[src/rtl/uart_regfile_pkg.sv]
package uart_regfile_pkg;

    localparam int BUS_AW = 12;
    localparam int IDX_W  = BUS_AW - 2;

    localparam logic [IDX_W-1:0] IX_DATA  = 10'd0;
    localparam logic [IDX_W-1:0] IX_RSTAT = 10'd1;
    localparam logic [IDX_W-1:0] IX_FLAG  = 10'd6;
    localparam logic [IDX_W-1:0] IX_LPDIV = 10'd8;
    localparam logic [IDX_W-1:0] IX_IDIV  = 10'd9;
    localparam logic [IDX_W-1:0] IX_FDIV  = 10'd10;
    localparam logic [IDX_W-1:0] IX_LCTL  = 10'd11;
    localparam logic [IDX_W-1:0] IX_CTL   = 10'd12;
    localparam logic [IDX_W-1:0] IX_LVL   = 10'd13;
    localparam logic [IDX_W-1:0] IX_MASK  = 10'd14;
    localparam logic [IDX_W-1:0] IX_RAW   = 10'd15;
    localparam logic [IDX_W-1:0] IX_MST   = 10'd16;
    localparam logic [IDX_W-1:0] IX_ICLR  = 10'd17;
    localparam logic [IDX_W-1:0] IX_DMA   = 10'd18;

    // identification window occupies the last eight words
    localparam logic [IDX_W-4:0] ID_PAGE = 7'h7F;

    localparam int FEN_BIT  = 4;
    localparam int IRQ_LSB  = 4;

    localparam logic [31:0] CTL_RST = 32'h0000_0300;
    localparam logic [31:0] LVL_RST = 32'h0000_0012;

    typedef struct packed {
        logic [31:0] lp_div;
        logic [31:0] int_div;
        logic [31:0] frac_div;
        logic [31:0] line_ctl;
        logic [31:0] ctl;
        logic [31:0] lvl_sel;
        logic [31:0] int_mask;
        logic [31:0] dma_ctl;
    } cfg_t;

    typedef struct packed {
        logic             wr;
        logic             rd;
        logic [IDX_W-1:0] idx;
        logic [31:0]      wdata;
    } bus_req_t;

    // interrupt bits: index 0 = receive, index 1 = transmit
    typedef struct packed {
        logic tx;
        logic rx;
    } irq_vec_t;

    function automatic logic [7:0] id_byte(input logic [2:0] k);
        case (k)
            3'd0:    id_byte = 8'h11;
            3'd1:    id_byte = 8'h10;
            3'd2:    id_byte = 8'h14;
            3'd3:    id_byte = 8'h00;
            3'd4:    id_byte = 8'h0D;
            3'd5:    id_byte = 8'hF0;
            3'd6:    id_byte = 8'h05;
            default: id_byte = 8'hB1;
        endcase
    endfunction

endpackage

[src/rtl/uart_rx_fifo.sv]
module uart_rx_fifo #(
    parameter int W     = 12,
    parameter int DEPTH = 16,
    localparam int PTR_W = (DEPTH > 1) ? $clog2(DEPTH) : 1,
    localparam int CNT_W = $clog2(DEPTH + 1)
) (
    input  logic             clk,
    input  logic             rst,
    input  logic             push_i,
    input  logic [W-1:0]     data_i,
    input  logic             pop_i,
    input  logic             flush_i,
    output logic [W-1:0]     head_o,
    output logic [CNT_W-1:0] count_o,
    output logic [CNT_W-1:0] cnt_pop_o,
    output logic [CNT_W-1:0] cnt_nxt_o,
    output logic             push_ok_o
);

    logic [W-1:0]     mem [DEPTH];
    logic [PTR_W-1:0] rd_ptr, wr_ptr;
    logic [CNT_W-1:0] count_q;
    logic             pop_eff;

    function automatic logic [PTR_W-1:0] bump(input logic [PTR_W-1:0] p);
        if (p == PTR_W'(DEPTH - 1)) bump = '0;
        else                        bump = p + PTR_W'(1);
    endfunction

    always_comb begin
        pop_eff   = pop_i && (count_q != '0) && !flush_i;
        cnt_pop_o = count_q - CNT_W'(pop_eff);
        push_ok_o = push_i && !flush_i && (cnt_pop_o < CNT_W'(DEPTH));
        cnt_nxt_o = flush_i ? '0 : (cnt_pop_o + CNT_W'(push_ok_o));
        head_o    = (count_q == '0) ? '0 : mem[rd_ptr];
        count_o   = count_q;
    end

    always_ff @(posedge clk) begin
        if (rst) begin
            rd_ptr  <= '0;
            wr_ptr  <= '0;
            count_q <= '0;
        end else if (flush_i) begin
            rd_ptr  <= '0;
            wr_ptr  <= '0;
            count_q <= '0;
        end else begin
            if (pop_eff)   rd_ptr <= bump(rd_ptr);
            if (push_ok_o) wr_ptr <= bump(wr_ptr);
            count_q <= cnt_nxt_o;
        end
    end

    always_ff @(posedge clk) begin
        if (push_ok_o) mem[wr_ptr] <= data_i;
    end

endmodule

[src/rtl/uart_irq_ctrl.sv]
module uart_irq_ctrl
    import uart_regfile_pkg::*;
(
    input  logic     clk,
    input  logic     rst,
    input  irq_vec_t set_i,
    input  irq_vec_t clr_i,
    input  irq_vec_t mask_i,
    output irq_vec_t raw_o,
    output irq_vec_t masked_o,
    output logic     irq_o
);

    irq_vec_t raw_q;

    // clear first, then set: a same-cycle event wins over the clear
    always_ff @(posedge clk) begin
        if (rst) raw_q <= '0;
        else     raw_q <= (raw_q & ~clr_i) | set_i;
    end

    always_comb begin
        raw_o    = raw_q;
        masked_o = raw_q & mask_i;
        irq_o    = |masked_o;
    end

endmodule

[src/rtl/uart_id_rom.sv]
module uart_id_rom
    import uart_regfile_pkg::*;
(
    input  logic [IDX_W-1:0] idx_i,
    output logic             hit_o,
    output logic [7:0]       byte_o
);

    always_comb begin
        hit_o  = (idx_i[IDX_W-1:3] == ID_PAGE);
        byte_o = hit_o ? id_byte(idx_i[2:0]) : 8'h00;
    end

endmodule

[src/rtl/uart_regfile.sv]
module uart_regfile
    import uart_regfile_pkg::*;
#(
    parameter int RX_W  = 12,
    parameter int DEPTH = 16,
    parameter int TRIG  = 1,
    localparam int CNT_W = $clog2(DEPTH + 1),
    localparam int ERR_W = RX_W - 8
) (
    input  logic              clk,
    input  logic              rst,
    input  logic [BUS_AW-1:0] bus_addr,
    input  logic              bus_wr,
    input  logic              bus_rd,
    input  logic [31:0]       bus_wdata,
    output logic [31:0]       bus_rdata,
    input  logic              rx_valid,
    input  logic [RX_W-1:0]   rx_word,
    output logic              tx_strobe,
    output logic [7:0]        tx_byte,
    output logic              irq
);

    bus_req_t         req;
    cfg_t             cfg_q;
    logic [ERR_W-1:0] rstat_q;
    logic             rxe_q, rxf_q, rxe_d, rxf_d;

    logic             pop_req, flush, data_wr;
    logic [RX_W-1:0]  head;
    logic [CNT_W-1:0] fifo_count, cnt_pop, cnt_nxt;
    logic             push_ok;

    irq_vec_t         irq_set, irq_clr, irq_mask, raw, masked;
    logic             id_hit;
    logic [7:0]       id_val;
    logic [7:0]       flag_word;

    always_comb begin
        req.wr    = bus_wr;
        req.rd    = bus_rd;
        req.idx   = bus_addr[BUS_AW-1:2];
        req.wdata = bus_wdata;
    end

    assign pop_req = req.rd && (req.idx == IX_DATA);
    assign data_wr = req.wr && (req.idx == IX_DATA);
    assign flush   = req.wr && (req.idx == IX_LCTL) &&
                     (req.wdata[FEN_BIT] != cfg_q.line_ctl[FEN_BIT]);

    uart_rx_fifo #(.W(RX_W), .DEPTH(DEPTH)) u_fifo (
        .clk       (clk),
        .rst       (rst),
        .push_i    (rx_valid),
        .data_i    (rx_word),
        .pop_i     (pop_req),
        .flush_i   (flush),
        .head_o    (head),
        .count_o   (fifo_count),
        .cnt_pop_o (cnt_pop),
        .cnt_nxt_o (cnt_nxt),
        .push_ok_o (push_ok)
    );

    // flag bits: pop effects first, then the push effects
    always_comb begin
        rxe_d = rxe_q;
        rxf_d = rxf_q;
        if (pop_req) begin
            rxf_d = 1'b0;
            if (cnt_pop == '0) rxe_d = 1'b1;
        end
        if (push_ok) begin
            rxe_d = 1'b0;
            if (!cfg_q.line_ctl[FEN_BIT] || (cnt_nxt == CNT_W'(DEPTH))) rxf_d = 1'b1;
        end
    end

    always_ff @(posedge clk) begin
        if (rst) begin
            rxe_q <= 1'b1;
            rxf_q <= 1'b0;
        end else begin
            rxe_q <= rxe_d;
            rxf_q <= rxf_d;
        end
    end

    assign flag_word = {1'b1, rxf_q, 1'b0, rxe_q, 4'b0000};

    // receive status
    always_ff @(posedge clk) begin
        if (rst)                                  rstat_q <= '0;
        else if (req.wr && req.idx == IX_RSTAT)   rstat_q <= '0;
        else if (pop_req)                         rstat_q <= head[RX_W-1:8];
    end

    // storage words
    always_ff @(posedge clk) begin
        if (rst) begin
            cfg_q         <= '0;
            cfg_q.ctl     <= CTL_RST;
            cfg_q.lvl_sel <= LVL_RST;
        end else if (req.wr) begin
            case (req.idx)
                IX_LPDIV: cfg_q.lp_div   <= req.wdata;
                IX_IDIV:  cfg_q.int_div  <= req.wdata;
                IX_FDIV:  cfg_q.frac_div <= req.wdata;
                IX_LCTL:  cfg_q.line_ctl <= req.wdata;
                IX_CTL:   cfg_q.ctl      <= req.wdata;
                IX_LVL:   cfg_q.lvl_sel  <= req.wdata;
                IX_MASK:  cfg_q.int_mask <= req.wdata;
                IX_DMA:   cfg_q.dma_ctl  <= req.wdata;
                default: ;
            endcase
        end
    end

    // transmit side
    always_ff @(posedge clk) begin
        if (rst) begin
            tx_strobe <= 1'b0;
            tx_byte   <= '0;
        end else begin
            tx_strobe <= data_wr;
            if (data_wr) tx_byte <= req.wdata[7:0];
        end
    end

    // interrupts
    always_comb begin
        irq_set.rx = push_ok && (cnt_nxt >= CNT_W'(TRIG));
        irq_set.tx = data_wr;
        irq_clr    = '0;
        if (pop_req && (cnt_pop == CNT_W'(TRIG - 1))) irq_clr.rx = 1'b1;
        if (req.wr && req.idx == IX_ICLR) begin
            irq_clr.rx = irq_clr.rx | req.wdata[IRQ_LSB];
            irq_clr.tx = req.wdata[IRQ_LSB+1];
        end
        irq_mask = irq_vec_t'(cfg_q.int_mask[IRQ_LSB+1:IRQ_LSB]);
    end

    uart_irq_ctrl u_irq (
        .clk      (clk),
        .rst      (rst),
        .set_i    (irq_set),
        .clr_i    (irq_clr),
        .mask_i   (irq_mask),
        .raw_o    (raw),
        .masked_o (masked),
        .irq_o    (irq)
    );

    uart_id_rom u_id (
        .idx_i  (req.idx),
        .hit_o  (id_hit),
        .byte_o (id_val)
    );

    // read mux
    always_comb begin
        bus_rdata = '0;
        case (req.idx)
            IX_DATA:  bus_rdata = 32'(head);
            IX_RSTAT: bus_rdata = 32'(rstat_q);
            IX_FLAG:  bus_rdata = 32'(flag_word);
            IX_LPDIV: bus_rdata = cfg_q.lp_div;
            IX_IDIV:  bus_rdata = cfg_q.int_div;
            IX_FDIV:  bus_rdata = cfg_q.frac_div;
            IX_LCTL:  bus_rdata = cfg_q.line_ctl;
            IX_CTL:   bus_rdata = cfg_q.ctl;
            IX_LVL:   bus_rdata = cfg_q.lvl_sel;
            IX_MASK:  bus_rdata = cfg_q.int_mask;
            IX_RAW:   bus_rdata = 32'(raw) << IRQ_LSB;
            IX_MST:   bus_rdata = 32'(masked) << IRQ_LSB;
            IX_DMA:   bus_rdata = cfg_q.dma_ctl;
            default:  bus_rdata = id_hit ? 32'(id_val) : '0;
        endcase
    end

endmodule

[config.mk]
export PLATFORM = sky130hd
export DESIGN_NAME = uart_regfile
export DESIGN_NICKNAME = d
export VERILOG_FILES = /design/src/rtl/uart_regfile_pkg.sv /design/src/rtl/uart_rx_fifo.sv /design/src/rtl/uart_irq_ctrl.sv /design/src/rtl/uart_id_rom.sv /design/src/rtl/uart_regfile.sv
export SDC_FILE = /design/constraint.sdc
export NUM_CORES = 1
export LEC_CHECK = 0
export BUFFER_PORTS_ARGS = -buffer_cell sky130_fd_sc_hd__clkbuf_2
export CELL_PAD_IN_SITES_DETAIL_PLACEMENT = 1
export CELL_PAD_IN_SITES_GLOBAL_PLACEMENT = 2
export CORE_AREA = 2 2 235 294
export DETAILED_ROUTE_END_ITERATION = 16
export DIE_AREA = 0 0 237 296
export GPL_TIMING_DRIVEN = 0
export PLACE_DENSITY_LB_ADDON = 0.1
export SLEW_MARGIN = 10
export SYNTH_ARGS = -nofsm -noshare
export SYNTH_HDL_FRONTEND = slang
export SYNTH_SLANG_ARGS = --single-unit
[constraint.sdc]
create_clock -name clk -period 6.28 [get_ports clk]
set_input_delay 0.628 -clock clk [delete_from_list [all_inputs] [get_ports clk]]
set_output_delay 0.628 -clock clk [all_outputs]
set_load 0.01 [all_outputs]
## Word level (Yosys, flattened, before mapping)

Memories as Yosys holds them, arrays and structs flattened. A register that Yosys moved wholly into a read port is not among the register bits.
Index checks and enable logic that the tools add are counted.

- Register bits: 286
- RAM bits: 192
- Input bits: 61
- Output and inout port bits: 42
- Logic and storage cells: 107
- Memories kept: 1

Memory list:

| memory | depth | bits a word | read ports | clocked after memory_dff | wr ports | line | RTL |
|---|---|---|---|---|---|---|---|
| u_fifo.mem | 16 | 12 | 1 | 1 | 1 | uart_rx_fifo.sv:20 | `logic [W-1:0] mem [DEPTH];` |

- Add/subtract/negate cells: 4
- Order comparisons: 2
- Equality and inequality tests: 24
- Mux-type cells: 19
- Bitwise logic cells: 5
- Reduce and logical (&&, ||, !) cells: 34

Operators with widths:

| cell | count |
|---|---|
| $pmux W32 S13 | 1 |
| $eq A10 B4 Y1 const B | 8 |
| $pmux W8 S7 | 1 |
| $eq A10 B5 Y1 const B | 3 |
| $reduce_and A2 Y1 | 9 |
| $mux W4 | 4 |
| $logic_and A1 B1 Y1 | 12 |
| $mux W12 | 1 |
| $eq A10 B1 Y1 const B | 1 |
| $eq A10 B3 Y1 const B | 1 |
| $logic_not A10 Y1 | 1 |
| $logic_not A5 Y1 | 2 |
| $eq A3 B3 Y1 const B | 3 |
| $mux W1 | 9 |
| $add A4 B1 Y4 const B | 2 |
| $eq A4 B4 Y1 const B | 2 |
| $mux W8 | 1 |
| $eq A7 B7 Y1 const B | 1 |
| $eq A3 B2 Y1 const B | 2 |
| $reduce_or A2 Y1 | 3 |
| $add A5 B1 Y5 | 1 |
| $eq A5 B5 Y1 const B | 1 |
| $ge A5 B1 Y1 const B | 1 |
| $lt A5 B5 Y1 const B | 1 |
| other kinds (14) | 17 |

## Longest topological paths before layout

Gate-level depths: netlist of the first run.

- Word-level depth: 14
- Mapped depth: 17
- Mapped depth without buffers: 15

## Hierarchy

Synthesis of the first run repeated with hierarchy kept, for this count alone.

- Cell total of the unflattened synthesis: 2024
- Area total of the unflattened synthesis: 20930.1 sq um

By module, submodules not included:

| module | instances | cells an instance | area an instance (sq um) | seq. area each (sq um) |
|---|---|---|---|---|
| uart_regfile | 1 | 1565 | 12339.3 | 5425.2 |
| uart_rx_fifo | 1 | 429 | 8370.5 | 6105.9 |
| uart_id_rom | 1 | 19 | 128.9 | 0.0 |
| uart_irq_ctrl | 1 | 11 | 91.3 | 40.0 |

## Worst setup path before layout of the first run

OpenSTA, ideal clock, no wires.

- Path type: input to register
- Start: input bus_addr[11]
- End: register rxf_q
- Arrival time: 4.339 ns
- Data required time: 6.188 ns
- Path slack: 1.848 ns
- Stages: 17
- Buffers on the path: 2
- Cells stage by stage: buf_2 > nor4_4 > nand4_1 > nor2_1 > ha_1 > ha_1 > nor3b_1 > xnor2_1 > o211a_1 > clkbuf_1 > ha_1 > ha_1 > and3b_1 > o31ai_1 > xor2_1 > o21ai_0 > o32ai_1

- Word-level cells in the longest chain between the ends: 14

Ends and longest elaborated chain:

| element | line | RTL |
|---|---|---|
| start, declared | uart_regfile.sv:12 | `input logic [BUS_AW-1:0] bus_addr,` |
| $eq A10 B4 Y1 | uart_regfile.sv:48 | `assign flush = req.wr && (req.idx == IX_LCTL) &&` |
| $logic_and A1 B1 Y1 (2 in a row) | uart_regfile.sv:48 |  |
| $logic_not A1 Y1 | uart_rx_fifo.sv:31, uart_rx_fifo.sv:33 |  |
| $logic_and A1 B1 Y1 | uart_rx_fifo.sv:31 | `pop_eff = pop_i && (count_q != '0) && !flush_i;` |
| $sub A5 B1 Y5 | uart_rx_fifo.sv:32 | `cnt_pop_o = count_q - CNT_W'(pop_eff);` |
| $lt A5 B5 Y1 | uart_rx_fifo.sv:33 | `push_ok_o = push_i && !flush_i && (cnt_pop_o < CNT_W'(DEPTH));` |
| $logic_and A1 B1 Y1 * | uart_rx_fifo.sv:33 |  |
| via push_ok | uart_regfile.sv:32 | `logic push_ok;` |
| $add A5 B1 Y5 | uart_rx_fifo.sv:34 | `cnt_nxt_o = flush_i ? '0 : (cnt_pop_o + CNT_W'(push_ok_o));` |
| $mux W5 | uart_rx_fifo.sv:34 |  |
| $eq A5 B5 Y1 | uart_regfile.sv:75 | `if (!cfg_q.line_ctl[FEN_BIT] \|\| (cnt_nxt == CNT_W'(DEPTH))) rxf_d = 1'b1;` |
| $logic_or A1 B1 Y1 | uart_regfile.sv:75 |  |
| $mux W1 | uart_regfile.sv:75 |  |
| $mux W1 * | uart_regfile.sv:73 | `if (push_ok) begin` |
| end signal, assigned | uart_regfile.sv:85 | `rxf_q <= rxf_d;` |
| end, declared | uart_regfile.sv:27 | `logic rxe_q, rxf_q, rxe_d, rxf_d;` |

The timed path passes the listed nets; every way through them passes the cells marked *.
A chain may end at the register's enable or synchronous reset.

## Worst setup path in the final report of the first run

Same ends and word-level chain as after synthesis.

==> qor.csv, run 1 <==
stage,metric,value,unit
floorplan,pin_count,103,
worst_hold_path,worst_hold_path.endpoint,cfg_q[49]$_SDFFE_PP0P_,
synthesis,ys_types,70,
finish,area_delta_synth_final,16.6,%
timing,finalHoldViolCount,0,
synthesis,post_synthesis_cell_area,20000,µm²
routing,drcViolationCount,0,
synthesis,syn_nets,2017,
synthesis,synth.ff_latch_count,482,
worst_hold_path,min-delay-path-class,primary input to flop,
clock_network,clockBufferDepth,3,
synthesis,synth_area_per_cell,10.3,µm²
synthesis,cell_accounting_for_the_most_synthesized_area,sky130_fd_sc_hd__dfxtp_1,
timing,final_min_period_over_clock_period,88.1,%
clock_network,clockRootBuffer,sky130_fd_sc_hd__clkbuf_16,
grt,grt-ovfl-total,0,
floorplan,core-area,67600,µm²
clock_network,post_cts_resize_count,0,
finish,layout.filler_cells,7540,
setup_path,worst_ep_arrival_time,6.06,ns
routing,antenna_violating_nets_post_route,0,
clock_network,cts_buf_count,53,
setup_path,critical_path.max_fanout,10,
routing,detailedRoute.firstIterationViolations,1181,
setup_path,critical_path.endpoint_type,flop,
placed_design,detailed_placement_wirelength_estimate,57.1,mm
setup_path,r2r_cells,17,
clock_network,tritoncts,built,
worst_hold_path,min_delay_path_depth,3,
setup_path,critical_path.reg2reg.endpoint,rxf_q$_SDFF_PP0_,
synthesis,postSynth.asyncResetShare,0,%
clock_network,ctsHtreeMaxLevel,2,
timing,tightestPinTransition,1.29,ns
clock_network,clkSlewWorstSetupHoldPaths,0.06,ns
synthesis,synth.area.top_cells,"sky130_fd_sc_hd__dfxtp_1 (29%), sky130_fd_sc_hd__edfxtp_1 (29%), sky130_fd_sc_hd__nand2_1 (11%)",
grt,first_global_vias,16664,
grt,grt_use_total,23.9,%
outcome,run_status,"finished, final reports clean",
placed_design,gp_congestion,0.808,
placed_design,io_buffers,68,
timing,fmax,181,MHz
setup_path,reg2reg_from,u_fifo.count_o[3]$_SDFF_PP0_,
power_and_ir_drop,peakVddDrop,0.000237,V
setup_path,cp_cell_sequence,clkbuf_2 -> buf_2 -> nor4_4 -> nand4_1 -> nor2_1 -> ha_1 -> ha_1 -> nor3b_1 -> xnor2_1 -> o211a_1 -> clkbuf_1 -> ha_1 -> ha_1 -> nor2b_1 -> o31ai_1 -> xor2_1 -> o21ai_0 -> o32ai_1,
grt,grt_antenna_before_repair,1,
clock_network,cts.hold.buffers_added,0,
synthesis,synth_top_cells_by_count,"sky130_fd_sc_hd__nand2_1 (573), sky130_fd_sc_hd__dfxtp_1 (290), sky130_fd_sc_hd__a21oi_1 (265)",
synthesis,synth_edf_count,192,
power_and_ir_drop,total_power,6.87,mW
placed_design,pre_cts_ws,0.0763,ns
floorplan,fp.dieArea,70200,µm²
job,timing.max_cap.violations,0,
routing,route.vias.total,15887,
routing,wl_per_cell,28.0,µm
floorplan,die_height,296,µm
floorplan,die_x,237,µm
setup_path,crit_path_max_incr_delay,0.70,ns
synthesis,synthDominantCellAreaShare,29.0,%
grt,grt_start_max_net_pins,17,
floorplan,floorplan.initialDensity,29.6,%
synthesis,most_frequent_cell_after_synthesis,sky130_fd_sc_hd__nand2_1,
timing,slew_violations,0,
synthesis,synthesis.yosys.warnings,0,
clock_network,cts_num_sinks,482,
timing,timing.clock.skew,0.0203,ns
synthesis,synth_ff_type,sky130_fd_sc_hd__dfxtp_1,
power_and_ir_drop,pwr_density_cell,294,nW/µm²
setup_path,critical_path_class,primary input to flop,
synthesis,seq_area_frac_synth,57.7,%
timing,time_the_final_worst_path_needs_with_i_o_delays_and_setup,5.54,ns
routing,wirelength,83.7,mm
clock_network,buffers_inserted_by_post_cts_timing_repair,0,
timing,setup_violations,0,
synthesis,syn-instance-count,1947,
setup_path,startpoint_type_of_the_worst_setup_path,primary input,
grt,wire_length_of_the_first_global_routing_pass,120,mm
finish,fin_nets,2143,
setup_path,r2r_slack,1.34,ns
timing,final.setup.worst_slack,0.745,ns
routing,dr.pass1.iters,5,
setup_path,cell_type_of_the_slowest_stage_on_the_worst_timing_path,sky130_fd_sc_hd__nor4_4,
timing,setup-tns-final,0,ns
clock_network,clock_latency,0.63,ns
floorplan,core.rowCount,107,
power_and_ir_drop,leak_pwr,7.78,nW
worst_hold_path,min_delay_src,bus_wdata[17],
setup_path,crit_path_frequent_cell,sky130_fd_sc_hd__ha_1,
finish,final_layout_size_suffix_gt1_share,14.4,%
setup_path,critPathRequiredTime,6.80,ns
timing,grt_setup_unrepaired,no,
timing,hold-worst-slack,0.303,ns
routing,drt_via_density,5.31,
timing,max_slew_margin,14.2,%
[flip-flops by register name, indices dropped and copies added (netlist names), named ones only]
| signal | count |
|---|---|
| cfg_q | 256 |
| u_fifo.mem | 192 |
| tx_byte | 8 |
| u_fifo.count_o | 5 |
| rstat_q | 4 |
| u_fifo.rd_ptr | 4 |
| u_fifo.wr_ptr | 4 |
| u_irq.raw_o | 2 |
| rxe_q | 1 |
| rxf_q | 1 |
| tx_strobe | 1 |
[report_power, final]
group	switching, mW	internal [mW]	leakage [nW]
Combinational	0.196	0.0581	2.81
Sequential	0.00801	3.27	4.07
Clock	1.40	1.93	0.897
Total	1.61	5.26	7.78
[layout by cell type, fill, tap and decap left out, types with 4 or more instances in the layout]
cell                        count
sky130_fd_sc_hd__nand2_1      573
sky130_fd_sc_hd__dfxtp_1      290
sky130_fd_sc_hd__a21oi_1      265
sky130_fd_sc_hd__edfxtp_1     192
sky130_fd_sc_hd__clkbuf_1     110
sky130_fd_sc_hd__clkbuf_2      68
sky130_fd_sc_hd__buf_2         56
sky130_fd_sc_hd__mux4_2        53
sky130_fd_sc_hd__clkbuf_16     53
sky130_fd_sc_hd__nor2_1        51
sky130_fd_sc_hd__a222oi_1      36
sky130_fd_sc_hd__a22oi_1       36
sky130_fd_sc_hd__mux2i_1       27
sky130_fd_sc_hd__buf_4         19
sky130_fd_sc_hd__and3_1        17
sky130_fd_sc_hd__a22o_1        16
sky130_fd_sc_hd__nand3_1       16
sky130_fd_sc_hd__a221oi_1      14
sky130_fd_sc_hd__nand4_1       13
sky130_fd_sc_hd__and2_1        13
sky130_fd_sc_hd__inv_1         12
sky130_fd_sc_hd__clkinv_2      12
sky130_fd_sc_hd__o21ai_0       11
sky130_fd_sc_hd__nor2b_1       10
sky130_fd_sc_hd__mux2_2        10
sky130_fd_sc_hd__nand3b_1       9
sky130_fd_sc_hd__ha_1           9
sky130_fd_sc_hd__clkinv_1       8
sky130_fd_sc_hd__bufinv_16      8
sky130_fd_sc_hd__nor3_1         7
sky130_fd_sc_hd__xnor2_1        6
sky130_fd_sc_hd__o211ai_1       5
sky130_fd_sc_hd__nor3_2         4
sky130_fd_sc_hd__nor4_1         4
sky130_fd_sc_hd__a31oi_1        4
sky130_fd_sc_hd__o22ai_1        4
sky130_fd_sc_hd__xor2_1         4
[worst max path at each step]
stage	cells after the start	slack [ns]	endpoint	start
3_5_place_dp	17	0.08	u_irq.raw_o[0]$_SDFF_PP0_	bus_addr[3]
6_report	18	0.74	rxf_q$_SDFF_PP0_	bus_addr[11]
2_1_floorplan	17	1.85	rxf_q$_SDFF_PP0_	bus_addr[11]
3_3_place_gp	11	-0.36	u_fifo.mem[3][1]$_DFFE_PP_	bus_addr[3]
4_1_cts	17	0.68	u_irq.raw_o[0]$_SDFF_PP0_	bus_addr[3]
5_1_grt	17	0.18	u_irq.raw_o[0]$_SDFF_PP0_	bus_addr[3]
[routing by layer]
metal	wire length, µm	global-route usage [%]	vias to the layer above
met3	3020	2.97	162
li1	-	-	7207
met1	35200	29.2	8119
met4	3720	10.2	0
met2	41700	42.5	399
met5	0	0	-
[cell type report]
class / instances / area (µm²) / share of cell area, %
diodes: 1 / 2.50 / 0.0107
plain buffers: 177 / 813 / 3.48
clock buffers: 67 / 1410 / 6.03
clock inverters: 33 / 427 / 1.83
inverters: 13 / 48.8 / 0.209
multi-input cells: 1275 / 7630 / 32.7
flip-flops and latches: 482 / 11600 / 49.5
well taps: 872 / 1090 / 4.67
repair buffers: 71 / 378 / 1.62
[per-stage QoR]
step | cells | instance area [µm²] | util [%]
6_report | 2991 | 23400 | 34.6
5_1_grt | 2990 | 23400 | 34.6
4_1_cts | 2990 | 23400 | 34.6
3_5_place_dp | 2890 | 21500 | 31.8
3_3_place_gp | 2887 | 21500 | 31.8
2_1_floorplan | 1947 | 20000 | -
[cell families (layout without fill, tap and decap cells)]
| group | count (synthesis) | count (layout) | share of synthesized area (%) |
|---|---|---|---|
| and+or+nand+nor | 744 | 744 | 15.9 |
| DFF | 482 | 482 | 57.7 |
| AOI/OAI and AO/OA | 421 | 421 | 13.1 |
| buffers and inverters | 190 | 361 | 4.30 |
| muxes | 90 | 90 | 7.87 |
| xor gates and xnor gates | 11 | 11 | 0.549 |
| adders and majority gates | 9 | 9 | 0.562 |
| other | 0 | 1 | 0 |
[worst max-delay path, delay by kind of cell]
| kind | cells | cell delay (ns) |
|---|---|---|
| AND/OR/NAND/NOR | 5 | 2.26 |
| adder cells (fa/ha/maj) | 4 | 1.10 |
| buffers and inverters | 3 | 0.72 |
| XOR/XNOR | 2 | 0.39 |
| AO/OA/AOI/OAI | 4 | 0.94 |
(Power assumes the default switching activity.)
==> run 2: changes to the inputs <==
CORE_AREA = 2 2 197 247   (was 2 2 235 294)
DIE_AREA = 0 0 199 249   (was 0 0 237 296)
==> qor.csv, run 2 (synthesis results as in run 1) <==
stage,metric,value,unit
worst_hold_path,worst_hold_path.endpoint,rstat_q[2]$_SDFFE_PP0P_,
floorplan,core.rowCount,89,
power_and_ir_drop,switching_share,23.0,%
clock_network,clockRootBuffer,sky130_fd_sc_hd__clkbuf_16,
setup_path,cp_top_delay_family,simple AND/OR/NAND/NOR gates,
finish,final_core_utilization,48.7,%
grt,grt_antenna_before_repair,1,
setup_path,cell_type_of_the_slowest_stage_on_the_worst_timing_path,sky130_fd_sc_hd__nor4_4,
setup_path,critical_path_buf_inv_count,3,
timing,max_slew_margin,15.5,%
floorplan,floorplan.initialDensity,42.6,%
finish,multi_input_comb_area,7630,µm²
grt,wire_length_of_the_first_global_routing_pass,112,mm
worst_hold_path,min_delay_src,bus_rd,
floorplan,die_x,199,µm
setup_path,critical_path.max_fanout,10,
clock_network,cts.hold.buffers_added,0,
setup_path,crit_path_frequent_cell,sky130_fd_sc_hd__ha_1,
timing,finalHoldViolCount,0,
placed_design,io_buffers,68,
clock_network,clkSlewWorstSetupHoldPaths,0.06,ns
floorplan,fp.dieArea,49600,µm²
finish,final_area,22900,µm²
routing,route.vias.total,16092,
routing,dr.pass1.iters,6,
power_and_ir_drop,clock_power_share,47.1,%
clock_network,cts_buf_count,49,
placed_design,gp_congestion,0.865,
setup_path,critical_path.reg2reg.endpoint,u_irq.raw_o[0]$_SDFF_PP0_,
finish,number_of_antenna_diodes,0,
grt,first_global_vias,16943,
clock_network,ctsHtreeMaxLevel,2,
power_and_ir_drop,switchingPower,1.53,mW
timing,fmax,181,MHz
finish,largest_reg_flops,256,
worst_hold_path,min-delay-path-class,primary input to flop,
floorplan,core-area,47100,µm²
setup_path,worstSetupPathDepth,17,
finish,layoutNonFillerInstCount,2745,
routing,drcViolationCount,0,
outcome,run_status,"finished, final reports clean",
clock_network,clockBufferDepth,3,
power_and_ir_drop,p_int,5.13,mW
setup_path,cp_cell_sequence,clkbuf_2 -> buf_2 -> nor4_4 -> nand4_1 -> nor2_1 -> ha_1 -> ha_1 -> nor3b_1 -> xnor2_1 -> o211a_1 -> clkbuf_1 -> ha_1 -> ha_1 -> and2_1 -> a22oi_1 -> a2111oi_0 -> o22ai_1,
finish,layout.cells.most_common_list,"sky130_fd_sc_hd__nand2_1 (573), sky130_fd_sc_hd__dfxtp_1 (290), sky130_fd_sc_hd__a21oi_1 (265)",
clock_network,tritoncts,built,
routing,wirelength,76.9,mm
grt,grt_start_max_net_pins,17,
power_and_ir_drop,peakVddDrop,0.000302,V
routing,wl_met3,4.71,mm
floorplan,pin_count,103,
clock_network,buffers_inserted_by_post_cts_timing_repair,0,
setup_path,reg2reg_from,u_fifo.count_o[3]$_SDFF_PP0_,
timing,timing.clock.skew,0.0226,ns
routing,wirelength_met1,29.3,mm
timing,slew_violations,0,
setup_path,critical_path.endpoint_type,flop,
clock_network,cts_num_sinks,482,
floorplan,die_height,249,µm
power_and_ir_drop,pwr_density_cell,291,nW/µm²
finish,area_delta_synth_final,14.4,%
timing,hold-worst-slack,0.308,ns
timing,setup_violations,0,
routing,antenna_violating_nets_post_route,0,
routing,wl_per_cell,28.0,µm
routing,drt_via_density,5.86,
finish,largest_regs,"cfg_q (256), u_fifo.mem (192), tx_byte (8)",
finish,layout.filler_cells,5211,
clock_network,post_cts_resize_count,0,
routing,top_layer_used,met5,
setup_path,critPathRequiredTime,6.75,ns
power_and_ir_drop,leak_pwr,7.72,nW
setup_path,critical_path_class,primary input to flop,
finish,fin_nets,2139,
worst_hold_path,min_delay_path_depth,2,
placed_design,dp_cells,2655,
power_and_ir_drop,power.sequential.fraction,49.2,%
placed_design,dpl-instance-area,21200,µm²
timing,tightestPinTransition,1.26,ns
setup_path,r2r_cells,16,
timing,grt_setup_unrepaired,no,
finish,final_layout_size_suffix_gt1_share,14.3,%
grt,grt_use_total,31.3,%
setup_path,startpoint_type_of_the_worst_setup_path,primary input,
finish,regMostFlops,cfg_q,
grt,grt-ovfl-total,0,
setup_path,r2r_slack,1.30,ns
clock_network,clock_latency,0.62,ns
power_and_ir_drop,combPwrFrac,3.7,%
routing,detailedRoute.firstIterationViolations,1145,
finish,ff_latch_area,11600,µm²
job,timing.max_cap.violations,0,
finish,mostFrequentLayoutCell,sky130_fd_sc_hd__nand2_1,
routing,wl_met2,38.4,mm
setup_path,crit_path_max_incr_delay,0.63,ns
placed_design,detailed_placement_wirelength_estimate,52.6,mm
timing,final_min_period_over_clock_period,87.8,%
timing,time_the_final_worst_path_needs_with_i_o_delays_and_setup,5.51,ns
setup_path,worst_ep_arrival_time,5.98,ns
-- run 2: cell count changes in the layout (fill, tap and decap cells not counted), sizes merged --
cell      delta
bufinv       -1
diode        -1
clkinv       -3
clkbuf       -5
clkinvlp     -1
-- run 2: metal layers --
metal / track usage [%] / vias to the layer above
li1: - / 7175
met1: 37.2 / 8120
met2: 53.8 / 594
met3: 5.33 / 201
met4: 16.6 / 2
met5: 0 / -
-- run 2: power by group through the flow --
stage	logic [mW]	registers [mW]	clock network, mW
finish	0.245	3.28	3.14
global placement	0.237	3.34	0
floorplan	0.124	3.34	0
CTS	0.244	3.28	3.16
detailed placement	0.242	3.35	0
global route	0.259	3.28	3.28
-- run 2: how the worst max path moves through the flow --
stage,startpoint,end
floorplan,bus_addr[11],rxf_q$_SDFF_PP0_
global placement,bus_addr[3],u_fifo.mem[3][0]$_DFFE_PP_
detailed placement,bus_addr[3],u_irq.raw_o[0]$_SDFF_PP0_
CTS,bus_addr[3],u_irq.raw_o[0]$_SDFF_PP0_
global route,bus_addr[3],u_irq.raw_o[0]$_SDFF_PP0_
finish,bus_addr[3],u_irq.raw_o[0]$_SDFF_PP0_
-- run 2: area by class of cell --
cell class                      instances  area share, %
Inverter                               13          0.213
Timing Repair Buffer                   71           1.63
Clock inverter                         28           1.57
Clock buffer                           62           5.82
Multi-Input combinational cell       1275           33.3
Tap cell                              637           3.48
Buffer                                177           3.55
Sequential cell                       482           50.5
-- run 2: stage by stage --
stage	power (mW)	setup slack, ns	setup TNS, ns
CTS	6.68	0.818	0
finish	6.66	0.767	0
detailed placement	3.59	0.259	0
global route	6.82	0.385	0
global placement	3.58	-0.199	-2.37
floorplan	3.47	1.85	0
